**config.mk**
```make
export PLATFORM = sky130hd
export DESIGN_NAME = adc_pwr_sequencer
export DESIGN_NICKNAME = d
export VERILOG_FILES = /design/src/rtl/pwrseq_pkg.sv /design/src/rtl/pwrseq_frame_engine.sv /design/src/rtl/pwrseq_wait_timer.sv /design/src/rtl/adc_pwr_sequencer.sv
export SDC_FILE = /design/constraint.sdc
export NUM_CORES = 1
export LEC_CHECK = 0
export ABC_AREA = 1
export CAP_MARGIN = 10
export CORE_UTILIZATION = 30
export CTS_CLUSTER_DIAMETER = 150
export DETAILED_ROUTE_END_ITERATION = 6
export PLACE_DENSITY = 0.54
export SLEW_MARGIN = 20
export SYNTH_ARGS = -nofsm -noshare
export SYNTH_HDL_FRONTEND = slang
export SYNTH_SLANG_ARGS = --single-unit
```
**constraint.sdc**
```tcl
create_clock -name clk -period 1.35 [get_ports clk]
set_input_delay 0.27 -clock clk [delete_from_list [all_inputs] [get_ports clk]]
set_output_delay 0.27 -clock clk [all_outputs]
set_load 0.01 [all_outputs]
```
**src/rtl/pwrseq_pkg.sv**
```systemverilog
package pwrseq_pkg;

  typedef enum logic [1:0] {
    OP_CONV  = 2'd0,
    OP_LITE  = 2'd1,
    OP_DEEP  = 2'd2,
    OP_WAKE  = 2'd3
  } op_e;

  typedef enum logic [1:0] {
    PS_RUN  = 2'd0,
    PS_LITE = 2'd1,
    PS_DEEP = 2'd2
  } pstate_e;

  typedef enum logic [2:0] {
    FR_IDLE,
    FR_SETUP,
    FR_LOW,
    FR_HIGH,
    FR_GAP
  } frame_ph_e;

  typedef enum logic [1:0] {
    CT_IDLE,
    CT_SEND,
    CT_WAIT,
    CT_FIN
  } ctl_e;

endpackage

```
**src/rtl/pwrseq_frame_engine.sv**
```systemverilog
module pwrseq_frame_engine
  import pwrseq_pkg::*;
#(
  parameter int HALF_DIV    = 4,
  parameter int GAP_CYC     = 8,
  parameter int FRAME_CLKS  = 14,
  parameter int ABORT_FALLS = 5
) (
  input  logic clk,
  input  logic rst_ni,
  input  logic start_i,
  input  logic abort_i,
  output logic csn_o,
  output logic sclk_o,
  output logic idle_o,
  output logic done_o
);

  localparam int CMAX = (HALF_DIV > GAP_CYC) ? HALF_DIV : GAP_CYC;
  localparam int CW   = $clog2(CMAX + 1);
  localparam int FW   = $clog2(FRAME_CLKS + 1);

  frame_ph_e       ph_q, ph_d;
  logic [CW-1:0]   hc_q, hc_d;
  logic [FW-1:0]   fc_q, fc_d;
  logic            abort_q, abort_d;
  logic            csn_q, sclk_q;
  logic            half_end, gap_end;

  assign half_end = (hc_q == CW'(HALF_DIV - 1));
  assign gap_end  = (hc_q == CW'(GAP_CYC - 1));

  always_comb begin
    ph_d    = ph_q;
    hc_d    = hc_q;
    fc_d    = fc_q;
    abort_d = abort_q;
    unique case (ph_q)
      FR_IDLE: begin
        if (start_i) begin
          ph_d    = FR_SETUP;
          hc_d    = '0;
          fc_d    = '0;
          abort_d = abort_i;
        end
      end
      FR_SETUP: begin
        if (half_end) begin
          ph_d = FR_LOW;
          hc_d = '0;
          fc_d = fc_q + 1'b1;
        end else begin
          hc_d = hc_q + 1'b1;
        end
      end
      FR_LOW: begin
        if (half_end) begin
          hc_d = '0;
          if (abort_q && (fc_q == FW'(ABORT_FALLS))) ph_d = FR_GAP;
          else                                       ph_d = FR_HIGH;
        end else begin
          hc_d = hc_q + 1'b1;
        end
      end
      FR_HIGH: begin
        if (half_end) begin
          hc_d = '0;
          if (fc_q == FW'(FRAME_CLKS)) begin
            ph_d = FR_GAP;
          end else begin
            ph_d = FR_LOW;
            fc_d = fc_q + 1'b1;
          end
        end else begin
          hc_d = hc_q + 1'b1;
        end
      end
      FR_GAP: begin
        if (gap_end) begin
          ph_d = FR_IDLE;
          hc_d = '0;
        end else begin
          hc_d = hc_q + 1'b1;
        end
      end
      default: ph_d = FR_IDLE;
    endcase
  end

  always_ff @(posedge clk or negedge rst_ni) begin
    if (!rst_ni) begin
      ph_q    <= FR_IDLE;
      hc_q    <= '0;
      fc_q    <= '0;
      abort_q <= 1'b0;
      csn_q   <= 1'b1;
      sclk_q  <= 1'b1;
    end else begin
      ph_q    <= ph_d;
      hc_q    <= hc_d;
      fc_q    <= fc_d;
      abort_q <= abort_d;
      csn_q   <= (ph_d == FR_IDLE) || (ph_d == FR_GAP);
      sclk_q  <= (ph_d != FR_LOW);
    end
  end

  assign csn_o  = csn_q;
  assign sclk_o = sclk_q;
  assign idle_o = (ph_q == FR_IDLE);
  assign done_o = (ph_q == FR_GAP) && gap_end;

  // a frame never runs past its full clock count
  a_r2_fall_bound: assert property (@(posedge clk) disable iff (!rst_ni)
    !csn_q |-> (fc_q <= FW'(FRAME_CLKS)));

  // a full-length frame ends on exactly FRAME_CLKS falls
  a_r2_full_count: assert property (@(posedge clk) disable iff (!rst_ni)
    ($rose(csn_q) && !abort_q) |-> (fc_q == FW'(FRAME_CLKS)));

  // a cut-short frame ends inside the allowed edge window
  a_r4_abort_window: assert property (@(posedge clk) disable iff (!rst_ni)
    ($rose(csn_q) && abort_q) |-> ((fc_q >= FW'(2)) && (fc_q <= FW'(9))));

  // serial clock is high whenever select moves
  a_r2_sclk_high_at_cs: assert property (@(posedge clk) disable iff (!rst_ni)
    !$stable(csn_q) |-> sclk_q);

endmodule

```
**src/rtl/pwrseq_wait_timer.sv**
```systemverilog
module pwrseq_wait_timer #(
  parameter int TW = 16
) (
  input  logic          clk,
  input  logic          rst_ni,
  input  logic          load_i,
  input  logic [TW-1:0] len_i,
  output logic          expire_o
);

  logic [TW-1:0] cnt_q, cnt_d;
  logic          run_q, run_d;

  always_comb begin
    cnt_d = cnt_q;
    run_d = run_q;
    if (load_i) begin
      cnt_d = len_i - 1'b1;
      run_d = 1'b1;
    end else if (run_q) begin
      if (cnt_q == '0) run_d = 1'b0;
      else             cnt_d = cnt_q - 1'b1;
    end
  end

  always_ff @(posedge clk or negedge rst_ni) begin
    if (!rst_ni) begin
      cnt_q <= '0;
      run_q <= 1'b0;
    end else begin
      cnt_q <= cnt_d;
      run_q <= run_d;
    end
  end

  assign expire_o = run_q && (cnt_q == '0);

  // a wait of zero cycles is never requested
  a_r7_len_nonzero: assert property (@(posedge clk) disable iff (!rst_ni)
    load_i |-> (len_i != '0));

  // each wait expires exactly once
  a_r8_single_expire: assert property (@(posedge clk) disable iff (!rst_ni)
    expire_o |=> !expire_o);

endmodule

```
**src/rtl/adc_pwr_sequencer.sv**
```systemverilog
module adc_pwr_sequencer
  import pwrseq_pkg::*;
#(
  parameter int HALF_DIV      = 4,
  parameter int GAP_CYC       = 8,
  parameter int FRAME_CLKS    = 14,
  parameter int ABORT_FALLS   = 5,
  parameter int WAKE_LITE_CYC = 256,
  parameter int WAKE_DEEP_CYC = 8192
) (
  input  logic       clk,
  input  logic       rst_n,
  input  logic       cmd_valid,
  input  logic [1:0] cmd_op,
  output logic       cmd_ready,
  output logic       adc_csn,
  output logic       adc_sclk,
  output logic       busy,
  output logic       done,
  output logic [1:0] pstate
);

  localparam int WMAX = (WAKE_LITE_CYC > WAKE_DEEP_CYC) ? WAKE_LITE_CYC : WAKE_DEEP_CYC;
  localparam int TW   = $clog2(WMAX + 1);

  logic [1:0] rs_q;
  logic       rst_sync_n;

  always_ff @(posedge clk or negedge rst_n) begin
    if (!rst_n) rs_q <= 2'b00;
    else        rs_q <= {rs_q[0], 1'b1};
  end
  assign rst_sync_n = rs_q[1];

  ctl_e          ct_q, ct_d;
  pstate_e       ps_q, ps_d;
  logic [1:0]    left_q, left_d;
  logic          abort_q, abort_d;
  logic          start_q, start_d;
  logic          tload;
  logic [TW-1:0] tlen;
  logic          fr_idle, fr_done, t_expire;
  logic          accept;
  logic [1:0]    plan_n;
  logic          plan_abort;
  op_e           op;

  assign op     = op_e'(cmd_op);
  assign accept = cmd_valid && (ct_q == CT_IDLE);

  always_comb begin
    plan_n     = 2'd0;
    plan_abort = 1'b0;
    unique case (op)
      OP_CONV: plan_n = 2'd1;
      OP_WAKE: plan_n = (ps_q == PS_RUN) ? 2'd0 : 2'd1;
      OP_LITE: begin
        plan_abort = 1'b1;
        plan_n     = (ps_q == PS_RUN) ? 2'd1 : 2'd0;
      end
      OP_DEEP: begin
        plan_abort = 1'b1;
        unique case (ps_q)
          PS_RUN:  plan_n = 2'd2;
          PS_LITE: plan_n = 2'd1;
          default: plan_n = 2'd0;
        endcase
      end
      default: plan_n = 2'd0;
    endcase
  end

  always_comb begin
    ct_d    = ct_q;
    ps_d    = ps_q;
    left_d  = left_q;
    abort_d = abort_q;
    start_d = 1'b0;
    tload   = 1'b0;
    tlen    = TW'(WAKE_LITE_CYC);
    unique case (ct_q)
      CT_IDLE: begin
        if (accept) begin
          if (plan_n == 2'd0) begin
            ct_d = CT_FIN;
          end else begin
            left_d  = plan_n;
            abort_d = plan_abort;
            start_d = 1'b1;
            ct_d    = CT_SEND;
          end
        end
      end
      CT_SEND: begin
        if (fr_done) begin
          left_d = left_q - 1'b1;
          if (abort_q) ps_d = (ps_q == PS_RUN) ? PS_LITE : PS_DEEP;
          else         ps_d = PS_RUN;
          if (left_q > 2'd1) begin
            start_d = 1'b1;
          end else if (!abort_q && (ps_q != PS_RUN)) begin
            tload = 1'b1;
            tlen  = (ps_q == PS_LITE) ? TW'(WAKE_LITE_CYC) : TW'(WAKE_DEEP_CYC);
            ct_d  = CT_WAIT;
          end else begin
            ct_d = CT_FIN;
          end
        end
      end
      CT_WAIT: begin
        if (t_expire) ct_d = CT_FIN;
      end
      CT_FIN:  ct_d = CT_IDLE;
      default: ct_d = CT_IDLE;
    endcase
  end

  always_ff @(posedge clk or negedge rst_sync_n) begin
    if (!rst_sync_n) begin
      ct_q    <= CT_IDLE;
      ps_q    <= PS_RUN;
      left_q  <= 2'd0;
      abort_q <= 1'b0;
      start_q <= 1'b0;
    end else begin
      ct_q    <= ct_d;
      ps_q    <= ps_d;
      left_q  <= left_d;
      abort_q <= abort_d;
      start_q <= start_d;
    end
  end

  pwrseq_frame_engine #(
    .HALF_DIV    (HALF_DIV),
    .GAP_CYC     (GAP_CYC),
    .FRAME_CLKS  (FRAME_CLKS),
    .ABORT_FALLS (ABORT_FALLS)
  ) frame_i (
    .clk     (clk),
    .rst_ni  (rst_sync_n),
    .start_i (start_q),
    .abort_i (abort_q),
    .csn_o   (adc_csn),
    .sclk_o  (adc_sclk),
    .idle_o  (fr_idle),
    .done_o  (fr_done)
  );

  pwrseq_wait_timer #(
    .TW (TW)
  ) timer_i (
    .clk      (clk),
    .rst_ni   (rst_sync_n),
    .load_i   (tload),
    .len_i    (tlen),
    .expire_o (t_expire)
  );

  assign cmd_ready = (ct_q == CT_IDLE);
  assign busy      = (ct_q == CT_SEND) || (ct_q == CT_WAIT);
  assign done      = (ct_q == CT_FIN);
  assign pstate    = ps_q;

  // done lasts a single cycle
  a_r10_done_pulse: assert property (@(posedge clk) disable iff (!rst_sync_n)
    done |=> !done);

  // the acknowledge is never offered during a sequence
  a_r3_ready_not_busy: assert property (@(posedge clk) disable iff (!rst_sync_n)
    cmd_ready |-> !busy);

  // the state record moves only when a frame has finished
  a_r6_pstate_on_frame: assert property (@(posedge clk) disable iff (!rst_sync_n)
    !$stable(ps_q) |-> $past(fr_done));

  // a new frame starts only on an idle engine
  a_r10_start_idle: assert property (@(posedge clk) disable iff (!rst_sync_n)
    start_q |-> fr_idle);

  // select is released whenever a command can be taken
  a_r5_cs_high_when_ready: assert property (@(posedge clk) disable iff (!rst_sync_n)
    cmd_ready |-> adc_csn);

endmodule

```
==> results of run 1 <==
worst reg2reg max path, cell delays in order, from the launching register on:
cell and delay, ps:
dfrtp_1 400, inv_2 80, ha_4 120, inv_2 30
nand2_2 70, nand2_2 60, nor2_4 120, nand3_4 200
buf_8 210, o21ai_2 60, nand2_1 100, nor2_2 140
nand2_1 80, nand3_1 100, nand2_1 60
cell type report:
type | count | area share (%)
Timing Repair Buffer | 113 | 24.2
Sequential cell | 39 | 23.5
Clock buffer | 6 | 1.98
Multi-Input combinational cell | 213 | 42.0
Inverter | 42 | 4.45
Clock inverter | 2 | 0.841
Tap cell | 102 | 3.06
cells in the mapped netlist, types with 3 or more instances:
| cell type | number | area share, % |
|---|---|---|
| nand2_1 | 75 | 12 |
| inv_1 | 39 | 6.1 |
| dfrtp_1 | 37 | 39 |
| nand3_1 | 28 | 5.9 |
| nor2_1 | 23 | 3.6 |
| ha_1 | 14 | 7.3 |
| o21ai_0 | 13 | 2.7 |
| a21oi_1 | 6 | 1.3 |
| xor2_1 | 5 | 1.8 |
| nand4_1 | 4 | 1.0 |
| nor2_2 | 4 | 1.0 |
| nor2_4 | 4 | 1.9 |
| nor3_1 | 4 | 0.84 |
| o22ai_1 | 4 | 1.0 |
| inv_2 | 3 | 0.47 |
| nand2_4 | 3 | 1.4 |
| nand3_2 | 3 | 1.3 |
| o21ai_2 | 3 | 1.1 |
worst max path at each step:
stage / slack (ps) / start / to
global route: -730 / left_q[1] / timer_i.cnt_q[8]
global placement: -550 / cmd_op[0] / left_q[1]
detailed placement: -600 / cmd_op[0] / left_q[1]
finish: -580 / left_q[1] / timer_i.cnt_q[8]
floorplan: -590 / left_q[1] / timer_i.cnt_q[10]
CTS: -530 / left_q[1] / timer_i.cnt_q[8]
per-layer routing:
| metal | vias up | wire [um] | GRT usage (%) |
|---|---|---|---|
| li1 | 1197 | - | - |
| met3 | 6 | 153 | 2.60 |
| met5 | - | 0 | 0 |
| met2 | 35 | 3680 | 30.1 |
| met1 | 1140 | 2700 | 18.9 |
| met4 | 0 | 79 | 6.35 |
stage by stage:
stage                     cells  utilization (%)  area (sq um)  hold WS, ps  setup slack [ps]
after detailed placement    483             42.6          3290          205              -596
after floorplan             297                -          2520        -25.6              -590
after CTS                   507             49.8          3840          113              -528
after global routing        517             53.9          4170          123              -728
after global placement      483             42.6          3290          189              -551
final                       517             53.9          4170          121              -583
power groups by stage:
stage	clock, uW	combinational, uW	sequential, uW
4_1_cts	1100	1670	1320
6_report	1060	1980	1320
3_3_place_gp	0	1400	1320
2_1_floorplan	0	743	1340
5_1_grt	1150	2160	1330
3_5_place_dp	0	1420	1320
cell usage in the layout (no fill, tap or decap), types with 8 or more instances in the layout:
master,instances
inv_2,8
nand3_1,13
buf_6,32
nand3_4,11
nor2_1,14
nand3_2,9
nor2_4,10
nand2_2,10
dfrtp_1,36
nand2_4,11
inv_1,27
buf_4,72
o21ai_1,9
nand2_1,58
timing repair:
action | in CTS | in global routing
setup endpoints to repair | 42 | 42
pin swaps | 32 | 21
gates cloned | 2 | 0
endpoints found under the hold margin | 0 | 0
gates resized for setup | 114 | 61
buffers inserted | 15 | 13
registers in the layout (all words and copies together) (netlist names), 2 cells and up:
name           flops
frame_i.ph_q       3
frame_i.fc_q       4
timer_i.cnt_q     14
rs_q               2
ct_q               2
left_q             2
pstate             2
frame_i.hc_q       4
kinds of logic (layout without fill, tap and decap cells):
family	Yosys count	in the layout	share of synthesized area (%)
compound gates	37	37	9.84
xor+xnor	7	7	2.57
fa+ha+maj	14	14	7.33
buf+inv	46	163	8.01
flops	39	39	40.9
other cells	1	1	0.157
simple gates	153	154	31.2
==> impl_results.md, run 1 <==
* Avg Cell Area, Syn at 8.05 sq um
* Area of the multi-input gates at 1750 sq um
* Combinational power share at 45.3%
* Worst reg2reg setup slack at -580 ps
* Share of layout cells above drive strength 1 at 53.7%
* Global route total overflow at 0
* Die height at 91.3 um
* Setup TNS at -12,330 ps
* Crit Path Category: flip-flop to flip-flop
* FILL cells at 692
* Clock-pin slew on the worst setup and hold paths at 80 ps
* Finish-stage setup viols at 36
* R2r endpoint: timer_i.cnt_q[8]
* # diodes at 0
* Root Buffer: clkbuf_8
* CP max FO at 6
* Worst hold path type: input port to async pin
* Inserted Clock Buffers at 5
* Yosys cell types at 39
* Async set-reset flop share out of synthesis at 100%
* Via density at 4.60
* DRC violations left at 0
* Hold buffers post-CTS at 0
* Area of the die at 8330 sq um
* Max-cap viol count at 0
* CP cell instances: inv_2 > ha_4 > inv_2 > nand2_2 > nand2_2 > nor2_4 > nand3_4 > buf_8 > o21ai_2 > nand2_1 > nor2_2 > nand2_1 > nand3_1 > nand2_1
* Worst r2r src: left_q[1]
* Outcome: complete, but fails checks
* PwrDens at 1050 nW/um^2
* Initial Util at 30.9%
* Synthesis-to-finish area growth at 74.3%
* RSZ-0062 raised after global routing: true
* Failing checks: setup timing
* WP data required at 1540 ps
* Register area at 980 sq um
* Worst path arrival time at 2130 ps
* Most frequent CP cell: nand2_1
* Die Width at 91.3 um
* Cells on worst reg2reg path at 14
* Initial antenna violation count at 0
* Final worst setup slack at -583 ps
* First-pass GRT wire length at 10.9 mm
* H-Tree Level Count at 2
* Crit path time final at 1930 ps
* Clock tree sinks at 39
* Clock skew at 6.77 ps
* Mapped Area at 2390 sq um
* Post-DP HPWL at 4.29 mm
* Power Internal at 2930 uW
* Post-synthesis sequential area ratio at 40.9%
* Sw Share at 32.9%
* Net Count, Synth at 316
* DR pass1 iterations at 6
* Routability cong. at 0.796
* Worst setup SP type: flip-flop
* I/O pin cnt at 12
* Core Rows at 32
* Crit. path cell count at 14
* Vias in the first global route at 2,499
* CP endpoint kind: flip-flop
* Final Cycle Share at 143%
* Synth Flop Type: dfrtp_1
* DR iter-0 viols at 67
* Drt total wl at 6.61 mm
* Bufs on Longest Clock Path at 2
* Static Leak at 0.00195 uW
* Via Count at 2,378
* Number of synthesized flops with an enable pin at 0
* CTS tree: yes
* Flop pwr share at 30.3%
* Mapped Cells at 297
* Endpoints failing hold at 0
* Core area at 7730 sq um
* Power share of the clock group at 24.4%
* Wire per inst at 12.8 um
* Worst path bufs/invs at 3
* Yosys warns at 0
* IR drop worst, VDD at 1.21 mV
* Pwr Total at 4360 uW
* NumNets Final at 433
* Delay-heaviest family, CP: simple AND/OR/NAND/NOR gates
* Fmax at 0.517 GHz
* Largest net degree at the start of global routing at 27
* Crit path max-delay cell type: dfrtp_1
* Remaining antenna violation count at 0
* Psw at 1440 uW
* Port Buf Inserts at 11
* Max Slew Vio Count at 0
* GR Util All Layers at 16.4%
* Delay of the slowest critical-path stage at 400 ps
* Yosys reg bits at 39
* Clk_lat worst skew at 300 ps
Power figures use the tool's default switching activity.
==> run 2: changes to the inputs <==
--- a/config.mk
+++ b/config.mk
@@ -6,7 +6,7 @@
 export NUM_CORES = 1
 export LEC_CHECK = 0
 export ABC_AREA = 1
-export CAP_MARGIN = 10
+export CAP_MARGIN = 0
 export CORE_UTILIZATION = 30
 export CTS_CLUSTER_DIAMETER = 150
 export DETAILED_ROUTE_END_ITERATION = 6
==> results of run 2 <==
Final layout, timing and power as in run 1 (identical DEF).
==> run 3: changes to the inputs <==
--- a/config.mk
+++ b/config.mk
@@ -10,8 +10,9 @@
 export CORE_UTILIZATION = 30
 export CTS_CLUSTER_DIAMETER = 150
 export DETAILED_ROUTE_END_ITERATION = 6
-export PLACE_DENSITY = 0.54
-export SLEW_MARGIN = 20
+export MAX_ROUTING_LAYER = met4
+export PLACE_DENSITY = 0.49
+export SLEW_MARGIN = 0
 export SYNTH_ARGS = -nofsm -noshare
 export SYNTH_HDL_FRONTEND = slang
 export SYNTH_SLANG_ARGS = --single-unit
==> impl_results.md, run 3 (synthesis gave the netlist of run 1 again) <==
* Outcome: complete, but fails checks
* Failing checks: setup timing
* Crit path time final at 1830 ps
* Final Cell Area at 3990 sq um
* Cell Count Post-Placement at 487
* Worst r2r src: left_q[1]
* Bufs on Longest Clock Path at 2
* Via density at 4.47
* Combinational power share at 45.1%
* PwrDens at 981 nW/um^2
* Hold buffers post-CTS at 0
* CP max FO at 7
* Placed cell area at 3330 sq um
* Worst path bufs/invs at 4
* Synthesis-to-finish area growth at 67.0%
* Crit Path Category: flip-flop to flip-flop
* Largest register FFs at 14
* NumNets Final at 433
* DR pass1 iterations at 4
* Power share of the clock group at 21.3%
* Worst path arrival time at 2030 ps
* Global route total overflow at 0
* Wire per inst at 11.7 um
* CTS tree: yes
* Routability cong. at 0.800
* Die height at 91.3 um
* DR iter-0 viols at 49
* Sw Share at 32.7%
* Worst hold path type: flip-flop to async pin
* Via Count at 2,310
* Delay of the slowest critical-path stage at 390 ps
* Cells on worst reg2reg path at 15
* H-Tree Level Count at 2
* Fmax at 0.547 GHz
* Port Buf Inserts at 11
* Initial Util at 30.9%
* Psw at 1280 uW
* Drt total wl at 6.05 mm
* Die Width at 91.3 um
* Flop pwr share at 33.7%
* Clock-pin slew on the worst setup and hold paths at 80 ps
* R2r endpoint: timer_i.cnt_q[10]
* Worst reg2reg setup slack at -480 ps
* Inserted Clock Buffers at 5
* Fin cells at 517
* DRC violations left at 0
* Final worst setup slack at -480 ps
* Largest net degree at the start of global routing at 26
* Clk_lat worst skew at 290 ps
* Endpoints failing hold at 0
* Clock tree sinks at 39
* Worst setup SP type: flip-flop
* Biggest register: timer_i.cnt_q
* Remaining antenna violation count at 0
* Delay-heaviest family, CP: simple AND/OR/NAND/NOR gates
* Crit path max-delay cell type: dfrtp_1
* Area of the die at 8330 sq um
* Crit. path cell count at 15
* # diodes at 0
* Power Internal at 2630 uW
* Post-DP HPWL at 4.13 mm
* Hold WS at 96.3 ps
* Core area at 7730 sq um
* Max Slew Vio Count at 0
* GR Util All Layers at 16.2%
* Vias in the first global route at 2,437
* Static Leak at 0.00193 uW
* IR drop worst, VDD at 1.27 mV
* WP data required at 1550 ps
* Initial antenna violation count at 0
* Post-layout util at 51.6%
* CP cell instances: inv_2 > ha_4 > inv_2 > nand2_2 > nand2_2 > nor2_4 > nand3_4 > buf_8 > nand2_4 > ha_4 > nand3_4 > nor2_4 > nand3_2 > nand2_1 > inv_1
* Most common cell after layout, fill and taps aside: buf_4
* Final Cycle Share at 136%
* Clock skew at 8.81 ps
* Share of layout cells above drive strength 1 at 50.1%
* I/O pin cnt at 12
* RSZ-0062 raised after global routing: true
* First-pass GRT wire length at 10.5 mm
* Core Rows at 32
* Top flop regs: timer_i.cnt_q: 14 flops, frame_i.fc_q: 4 flops, frame_i.hc_q: 4 flops
* CP endpoint kind: flip-flop
* Finish-stage setup viols at 39
* Max-cap viol count at 0
* Root Buffer: clkbuf_8
* Pre-CTS WS at -575 ps
* Most frequent cells in the layout: buf_4, nand2_1, dfrtp_1, inv_1, buf_6
-- run 3: final cells by class --
| cell class | count | area, sq um |
|---|---|---|
| fillers | 760 | 3740 |
| multi-input cells | 212 | 1640 |
| repair buffers | 114 | 981 |
| flip-flops and latches | 39 | 980 |
| inverters | 42 | 170 |
| well taps | 102 | 128 |
| clock buffers | 7 | 86.3 |
| clock inverters | 1 | 5.00 |
-- run 3: power by group through the flow --
stage	logic, uW	clock network [uW]	registers [uW]
after floorplan	743	0	1340
after detailed placement	1370	0	1330
after global routing	1950	898	1330
final	1760	832	1320
after global placement	1380	0	1330
after CTS	1720	867	1320
-- run 3: how the worst max path moves through the flow --
stage	start	endpoint	slack, ps
after global placement	left_q[1]	timer_i.cnt_q[13]	-520
final	left_q[1]	timer_i.cnt_q[10]	-480
after global routing	left_q[1]	timer_i.cnt_q[12]	-620
after detailed placement	cmd_op[0]	left_q[1]	-580
after CTS	left_q[1]	timer_i.cnt_q[13]	-480
after floorplan	left_q[1]	timer_i.cnt_q[10]	-590
-- run 3: timing repair --
item	in CTS	in global routing
endpoints found under the hold margin	0	0
gates resized for setup	116	25
buffers inserted	17	7
setup endpoints to repair	43	41
pin swaps	38	19
-- run 3: metrics by stage --
step | total power, uW | TNS, ps
floorplan | 2090 | -5600
global placement | 2710 | -10900
detailed placement | 2700 | -12050
CTS | 3910 | -8790
global route | 4180 | -12710
finish | 3910 | -8960
-- run 3: per-layer routing --
| layer | share of wire [%] | track usage (%) | vias to the layer above |
|---|---|---|---|
| met5 | 0 | - | - |
| met4 | 1.4 | 6.75 | 0 |
| met3 | 1.7 | 2.60 | 7 |
| met2 | 53 | 28.4 | 17 |
| met1 | 44 | 18.4 | 1095 |
| li1 | - | - | 1191 |
